[src/rtl/sen_pkg.sv]
package sen_pkg;

   typedef enum logic [1:0] {
      TAP_F2S = 2'd0,
      TAP_S2F = 2'd1,
      TAP_DBL = 2'd2
   } tap_kind_e;

   // limit a requested ratio to the supported range
   function automatic int clamp_ratio(int req, int lo, int hi);
      if (req < lo) return lo;
      if (req > hi) return hi;
      return req;
   endfunction

   // (base + off) modulo n, for base < n and small off
   function automatic int wrap_phase(int base, int off, int n);
      int t;
      t = base + off;
      if (t >= n) t = t - n;
      if (t >= n) t = t - n;
      return t;
   endfunction

endpackage

[src/rtl/sen_phase_ctr.sv]
module sen_phase_ctr #(
   parameter int RATIO_W   = 5,
   parameter int MIN_RATIO = 2,
   parameter int MAX_RATIO = 16
) (
   input  logic               clk_i,
   input  logic               rst_ni,
   input  logic               stop_i,
   input  logic [RATIO_W-1:0] ratio_i,
   output logic               run_o,
   output logic [RATIO_W-1:0] ph_o,
   output logic [RATIO_W-1:0] ratio_o,
   output logic               phase_hi_o
);

   localparam logic [RATIO_W-1:0] LastOff = RATIO_W'(1);

   if (MIN_RATIO < 2 || MAX_RATIO < MIN_RATIO || MAX_RATIO >= (1 << RATIO_W)) begin : g_bad_cfg
      $error("sen_phase_ctr: ratio range does not fit RATIO_W");
   end

   logic [RATIO_W-1:0] ratio_q;
   logic [RATIO_W-1:0] ph_q;
   logic               run_q;
   logic [RATIO_W-1:0] half;

   // ratio capture: loads only on edges that see reset low
   always_ff @(posedge clk_i) begin
      if (!rst_ni) begin
         ratio_q <= RATIO_W'(sen_pkg::clamp_ratio(int'(ratio_i), MIN_RATIO, MAX_RATIO));
      end
   end

   always_ff @(posedge clk_i or negedge rst_ni) begin
      if (!rst_ni) begin
         run_q <= 1'b0;
         ph_q  <= '0;
      end else if (stop_i) begin
         run_q <= 1'b0;
         ph_q  <= '0;
      end else begin
         run_q <= 1'b1;
         if (run_q) begin
            ph_q <= (ph_q == ratio_q - LastOff) ? '0 : ph_q + LastOff;
         end
      end
   end

   assign half       = ratio_q >> 1;
   assign run_o      = run_q;
   assign ph_o       = ph_q;
   assign ratio_o    = ratio_q;
   assign phase_hi_o = run_q && (ph_q < half);


   ratio_hold_chk: assert property (@(posedge clk_i) disable iff (!rst_ni)
      $past(rst_ni) |-> $stable(ratio_q));


   ph_in_range_chk: assert property (@(posedge clk_i) disable iff (!rst_ni)
      ph_q < ratio_q);


   stop_clear_chk: assert property (@(posedge clk_i) disable iff (!rst_ni)
      stop_i |=> (!run_q && ph_q == '0));


   restart_chk: assert property (@(posedge clk_i) disable iff (!rst_ni)
      (!run_q && !stop_i) |=> (run_q && ph_q == '0));

endmodule

[src/rtl/sen_pulse_tap.sv]
module sen_pulse_tap #(
   parameter int                 RATIO_W = 5,
   parameter sen_pkg::tap_kind_e KIND    = sen_pkg::TAP_F2S
) (
   input  logic               clk_i,
   input  logic               rst_ni,
   input  logic               run_i,
   input  logic [RATIO_W-1:0] ph_i,
   input  logic [RATIO_W-1:0] ratio_i,
   input  logic               test_mode_i,
   output logic               pulse_o
);

   logic [RATIO_W-1:0] tgt;
   int                 n;

   assign n = int'(ratio_i);

   if (KIND == sen_pkg::TAP_F2S) begin : g_f2s
      // two fast cycles after the slow clock falls
      assign tgt = RATIO_W'(sen_pkg::wrap_phase(n / 2, 2, n));
   end else if (KIND == sen_pkg::TAP_S2F) begin : g_s2f
      // two cycles after the rise, or one cycle before the next rise after a flop
      assign tgt = test_mode_i ? RATIO_W'(sen_pkg::wrap_phase(n - 2, 0, n))
                               : RATIO_W'(sen_pkg::wrap_phase(0, 2, n));
   end else begin : g_dbl
      // one fast cycle after the second-domain clock falls
      assign tgt = RATIO_W'(sen_pkg::wrap_phase(n / 2, 1, n));
   end

   assign pulse_o = run_i && (ph_i == tgt);

   // spacing monitor for the checks below
   logic [RATIO_W:0] gap_q;
   logic             seen_q;

   always_ff @(posedge clk_i or negedge rst_ni) begin
      if (!rst_ni) begin
         gap_q  <= '0;
         seen_q <= 1'b0;
      end else if (!run_i) begin
         gap_q  <= '0;
         seen_q <= 1'b0;
      end else if (pulse_o) begin
         gap_q  <= (RATIO_W + 1)'(1);
         seen_q <= 1'b1;
      end else begin
         gap_q  <= gap_q + (RATIO_W + 1)'(1);
      end
   end


   pulse_single_chk: assert property (@(posedge clk_i) disable iff (!rst_ni)
      pulse_o |=> !pulse_o);


   pulse_gap_chk: assert property (@(posedge clk_i) disable iff (!rst_ni)
      (pulse_o && seen_q) |-> (gap_q == {1'b0, ratio_i}));

endmodule

[src/rtl/sen_sync_gen.sv]
module sen_sync_gen #(
   parameter int RATIO_W   = 5,
   parameter int MIN_RATIO = 2,
   parameter int MAX_RATIO = 16
) (
   input  logic               clk_i,
   input  logic               rst_ni,
   input  logic               stop_i,
   input  logic [RATIO_W-1:0] ratio_i,
   input  logic [RATIO_W-1:0] dbl_ratio_i,
   input  logic               test_mode_i,
   input  logic               f2s_use_dbl_i,
   output logic               slow_clk_o,
   output logic               dbl_clk_o,
   output logic               f2s_en_o,
   output logic               s2f_en_o,
   output logic               dbl_en_o
);

   logic               slow_run, dbl_run;
   logic [RATIO_W-1:0] slow_ph, dbl_ph;
   logic [RATIO_W-1:0] slow_n, dbl_n;
   logic               f2s_pulse, s2f_pulse, dbl_pulse;

   sen_phase_ctr #(.RATIO_W(RATIO_W), .MIN_RATIO(MIN_RATIO), .MAX_RATIO(MAX_RATIO)) u_slow_ctr (
      .clk_i      (clk_i),
      .rst_ni     (rst_ni),
      .stop_i     (stop_i),
      .ratio_i    (ratio_i),
      .run_o      (slow_run),
      .ph_o       (slow_ph),
      .ratio_o    (slow_n),
      .phase_hi_o (slow_clk_o)
   );

   sen_phase_ctr #(.RATIO_W(RATIO_W), .MIN_RATIO(MIN_RATIO), .MAX_RATIO(MAX_RATIO)) u_dbl_ctr (
      .clk_i      (clk_i),
      .rst_ni     (rst_ni),
      .stop_i     (stop_i),
      .ratio_i    (dbl_ratio_i),
      .run_o      (dbl_run),
      .ph_o       (dbl_ph),
      .ratio_o    (dbl_n),
      .phase_hi_o (dbl_clk_o)
   );

   sen_pulse_tap #(.RATIO_W(RATIO_W), .KIND(sen_pkg::TAP_F2S)) u_f2s_tap (
      .clk_i       (clk_i),
      .rst_ni      (rst_ni),
      .run_i       (slow_run),
      .ph_i        (slow_ph),
      .ratio_i     (slow_n),
      .test_mode_i (test_mode_i),
      .pulse_o     (f2s_pulse)
   );

   sen_pulse_tap #(.RATIO_W(RATIO_W), .KIND(sen_pkg::TAP_S2F)) u_s2f_tap (
      .clk_i       (clk_i),
      .rst_ni      (rst_ni),
      .run_i       (slow_run),
      .ph_i        (slow_ph),
      .ratio_i     (slow_n),
      .test_mode_i (test_mode_i),
      .pulse_o     (s2f_pulse)
   );

   sen_pulse_tap #(.RATIO_W(RATIO_W), .KIND(sen_pkg::TAP_DBL)) u_dbl_tap (
      .clk_i       (clk_i),
      .rst_ni      (rst_ni),
      .run_i       (dbl_run),
      .ph_i        (dbl_ph),
      .ratio_i     (dbl_n),
      .test_mode_i (test_mode_i),
      .pulse_o     (dbl_pulse)
   );

   assign f2s_en_o = f2s_use_dbl_i ? dbl_pulse : f2s_pulse;
   assign s2f_en_o = s2f_pulse;
   assign dbl_en_o = dbl_pulse;


   stop_quiet_chk: assert property (@(posedge clk_i) disable iff (!rst_ni)
      stop_i |=> !(slow_clk_o || dbl_clk_o || f2s_en_o || s2f_en_o || dbl_en_o));


   enables_onehot_s2f_chk: assert property (@(posedge clk_i) disable iff (!rst_ni)
      s2f_en_o |=> !s2f_en_o);

endmodule

[config.mk]
export PLATFORM = sky130hd
export DESIGN_NAME = sen_sync_gen
export DESIGN_NICKNAME = d
export VERILOG_FILES = /design/src/rtl/sen_pkg.sv /design/src/rtl/sen_phase_ctr.sv /design/src/rtl/sen_pulse_tap.sv /design/src/rtl/sen_sync_gen.sv
export SDC_FILE = /design/constraint.sdc
export NUM_CORES = 1
export LEC_CHECK = 0
export BUFFER_PORTS_ARGS = -buffer_cell sky130_fd_sc_hd__buf_2
export CAP_MARGIN = 25
export CORE_ASPECT_RATIO = 1.75
export CORE_MARGIN = 1
export CORE_UTILIZATION = 44
export CTS_BUF_LIST = sky130_fd_sc_hd__clkbuf_16
export CTS_CLUSTER_DIAMETER = 200
export DETAILED_ROUTE_END_ITERATION = 8
export SETUP_SLACK_MARGIN = 0.5
export SYNTH_ARGS = -nofsm -noshare
export SYNTH_HDL_FRONTEND = slang
export SYNTH_HIERARCHICAL = 1
export SYNTH_SLANG_ARGS = --single-unit
[constraint.sdc]
create_clock -name clk_i -period 5.7 [get_ports clk_i]
set_clock_uncertainty 0.2 [all_clocks]
set_input_delay 0.285 -clock clk_i [delete_from_list [all_inputs] [get_ports clk_i]]
set_output_delay 0.285 -clock clk_i [all_outputs]
set_load 0.005 [all_outputs]
==> results.py <==
metrics = {
    "power_and_ir_drop": {
        "p_sw_uw": 628,
        "vdd_drop_max_mv": 0.186,
        "power_leakage_uw": 0.00243,
        "power_frac_comb": 0.723,
        "switching_share": 0.445,
        "design_power_total_uw": 1410,
        "power.density_nw_per_um2": 233,
        "clock_power_share": 0.139,
        "p_seq_frac": 0.138,
        "p_int_uw": 783,
    },
    "final_layout": {
        "layout-drive-gt1-share": 0.349,
        "utilization": 0.591,
        "final_cell_mix": "buf_4, inv_1, nor2_1",
        "antenna_cells": 0,
        "postLayoutCellArea_um2": 6050,
        "fin_nets": 708,
        "final_common_cell": "buf_4",
        "flow.area_growth_from_synthesis_pct": 31.2,
        "fillers": 875,
    },
    "synth": {
        "synth_cell_type_count": 99,
        "synth.avg_cell_area_um2": 8.03,
        "synthCells": 575,
        "synthArstFlopShare": 0.545,
        "yosysWarnings": 6,
        "synth-edff-count": 10,
        "ys_ff_latch": 22,
        "yosysSeqAreaShare": 0.130,
        "synth_area_um2": 4610,
        "syn_nets": 634,
        "synthFlopType": "dfrtp_1",
    },
    "setup_path": {
        "cp-start-kind": "flop",
        "crit_family": "simple AND/OR/NAND/NOR gates",
        "crit_arrival_ns": 4.80,
        "worst_path_max_delay_cell": "or4_4",
        "r2r_slack_ns": 3.05,
        "cp_max_fo": 6,
        "critPathMaxStageDelay_ns": 0.55,
        "crit_path_end_kind": "output port",
        "cp_cell_sequence": "ha_4, inv_2, o21ai_2, a221oi_2, fa_2, nand2_1, mux2_4, and3_4, buf_8, mux2i_1, ha_2, and3_4, a31o_4, nand2_2, o2111a_2, or4_4, o2111ai_4, nor3_4, mux2_4, buf_6",
        "crit_required_ns": 5.22,
        "crit_type": "reg -> out",
        "path_buf_inv": 3,
    },
    "global_routing": {
        "grt_max_degree": 28,
        "grt_overflow": 0,
        "use_met2": 0.486,
        "grt_pass1_wl_mm": 21.9,
        "grt.met3_usage": 0.0146,
        "grt_pass1_vias": 4801,
        "busiest_layer": "met2",
        "grt_antenna_before_repair": 0,
        "met1_usage": 0.259,
        "grt_usage": 0.250,
    },
    "drt": {
        "ant_nets": 0,
        "drtPass1Iterations": 4,
        "wl_mm": 14.5,
        "drcViolationCount": 0,
        "drt_iter0_markers": 296,
        "wl_per_cell_um": 18.7,
        "vias": 4813,
        "viasPerCell": 6.21,
    },
    "cts": {
        "cts_buffer_depth": 2,
        "cts_tree": "yes",
        "clock_sinks": 22,
        "cts-root-buf": "clkbuf_16",
        "htreeDepth": 1,
        "clk_latency_ns": 0.25,
        "path_clk_slew_ns": 0.06,
        "cts_buffers": 3,
    },
    "floorplanning": {
        "ios": 20,
        "start_util": 0.451,
        "num_rows": 49,
        "core-area_um2": 10200,
        "die_h_um": 137,
        "fp.dieArea_um2": 10900,
        "fp.dieW_um": 79.4,
    },
    "sta": {
        "tns_ns": 0,
        "finalHoldViolCount": 0,
        "worstMarginPinSlew_ns": 0.828,
        "layout_min_cycle_time_ns": 5.28,
        "rsz0062_at_grt": "true",
        "max_freq_mhz": 189,
        "setup_viol": 0,
        "slew_headroom": 0.441,
        "final.period_utilization": 0.927,
        "slew_violations": 0,
    },
    "run": {
        "cap_violations": 0,
    },
    "outcome": {
        "outcome": "completed",
    },
    "placed_design": {
        "port_buffers": 19,
        "hpwl_mm": 9.99,
        "gp_congestion": 0.883,
        "place_area_um2": 4890,
    },
    "worst_hold_path": {
        "hold_path_class": "in -> reg",
    },
}
-- cell usage after synthesis (all sizes together), types with 3 or more instances --
master | n | area share
dfrtp | 12 | 0.065
nor3b | 5 | 0.0092
xor2 | 24 | 0.050
o21bai | 4 | 0.0065
o311ai | 4 | 0.015
mux2i | 15 | 0.033
or3 | 6 | 0.0092
nor3 | 22 | 0.028
a21o | 4 | 0.0065
a2bb2oi | 3 | 0.0057
a21boi | 7 | 0.012
nor2 | 40 | 0.033
a31oi | 16 | 0.031
o31ai | 10 | 0.017
a221oi | 4 | 0.0076
buf | 18 | 0.026
nor2b | 14 | 0.019
mux2 | 5 | 0.015
a211oi | 8 | 0.016
nor4 | 6 | 0.0095
a2111oi | 4 | 0.011
o31a | 6 | 0.012
clkbuf | 5 | 0.0041
o21ai | 36 | 0.040
o211ai | 6 | 0.0098
nand3 | 16 | 0.017
or2 | 5 | 0.0068
nand2 | 44 | 0.037
edfxtp | 10 | 0.065
and3 | 10 | 0.015
o22ai | 5 | 0.0068
o2111ai | 3 | 0.0057
fa | 5 | 0.022
a21oi | 19 | 0.023
ha | 39 | 0.11
a31o | 3 | 0.0057
a311oi | 3 | 0.0095
xnor2 | 26 | 0.051
nand2b | 13 | 0.018
inv | 50 | 0.041
a22oi | 3 | 0.0049
-- flip-flops by register name (all words and copies together) (netlist names) --
| register | cells |
|---|---|
| u_dbl_ctr/ratio_o | 5 |
| u_slow_ctr/ph_o | 5 |
| u_slow_ctr/run_o | 1 |
| u_slow_ctr/ratio_o | 5 |
| u_dbl_ctr/run_o | 1 |
| u_dbl_ctr/ph_o | 5 |
-- worst register-to-register path, cell delays in order, from the launching register on --
cell and delay, ns:
edfxtp_1 0.52, buf_6 0.18, buf_4 0.13, buf_4 0.18
inv_1 0.09, ha_1 0.21, nand4bb_1 0.15, a211oi_2 0.35
o311ai_4 0.20, a31oi_1 0.21, mux2i_1 0.09
-- cell type report --
cell class	instances	area, um^2	area share
multi-input combinational	479	4280	0.708
timing repair buffer	92	707	0.117
sequential	22	601	0.0992
inverter	51	198	0.0327
tap	127	159	0.0263
clock buffer	3	75.1	0.0124
clock inverter	1	30.0	0.00496
-- final timing paths --
path / startpoint / to / cells past startpoint
max: u_dbl_ctr/ratio_o[1]$_SDFFCE_PP1N_ / f2s_en_o / 20
min: stop_i / u_slow_ctr/run_o$_DFF_PN0_ / 2
max reg2reg: u_dbl_ctr/ratio_o[1]$_SDFFCE_PP1N_ / u_dbl_ctr/ph_o[2]$_DFFE_PN0P_ / 10
min reg2reg: u_dbl_ctr/ph_o[4]$_DFFE_PN0P_ / u_dbl_ctr/ph_o[4]$_DFFE_PN0P_ / 2
max in group asynchronous: rst_ni / u_slow_ctr/ph_o[4]$_DFFE_PN0P_ / 2
min in group asynchronous: rst_ni / u_dbl_ctr/ph_o[4]$_DFFE_PN0P_ / 2
-- through the flow --
stage	hold WS, ns	setup slack (ns)	instances
2_1_floorplan	-0.211	0.547	575
3_3_place_gp	0.00398	0.230	719
3_5_place_dp	0.0106	0.100	719
4_1_cts	0.0589	0.450	758
5_1_grt	0.0579	0.265	775
6_report	0.0633	0.418	775
-- power by group through the flow --
| stage | Sequential [uW] | Clock (uW) | Combinational, uW |
|---|---|---|---|
| after floorplan | 197 | 0 | 564 |
| after global placement | 201 | 0 | 705 |
| after detailed placement | 201 | 0 | 721 |
| after CTS | 193 | 198 | 845 |
| after global routing | 197 | 203 | 1090 |
| final | 195 | 196 | 1020 |
-- cell families (layout without fill, tap and decap cells) --
family / count (synthesis) / in the layout / synth area share
xor gates and xnor gates: 51 / 51 / 0.106
AOI/OAI and AO/OA: 169 / 169 / 0.291
DFF: 22 / 22 / 0.130
buffers and inverters: 74 / 147 / 0.0716
adders and majority gates: 44 / 44 / 0.127
muxes: 20 / 20 / 0.0472
and+or+nand+nor: 195 / 195 / 0.227
-- per-layer routing --
layer / wire length [um] / vias up
li1: - / 2280
met3: 322 / 54
met4: 625 / 0
met2: 8060 / 123
met5: 0 / -
met1: 5510 / 2356
-- timing repair --
| action | in CTS | in global routing |
|---|---|---|
| hold buffers | 1 | 0 |
| gates resized for setup | 68 | 77 |
| endpoints found under the setup margin | 3 | 3 |
| pin swaps | 21 | 26 |
| setup buffers | 34 | 17 |
| hold endpoints to repair | 12 | 0 |
No activity file was read; power rests on OpenSTA's default activity.
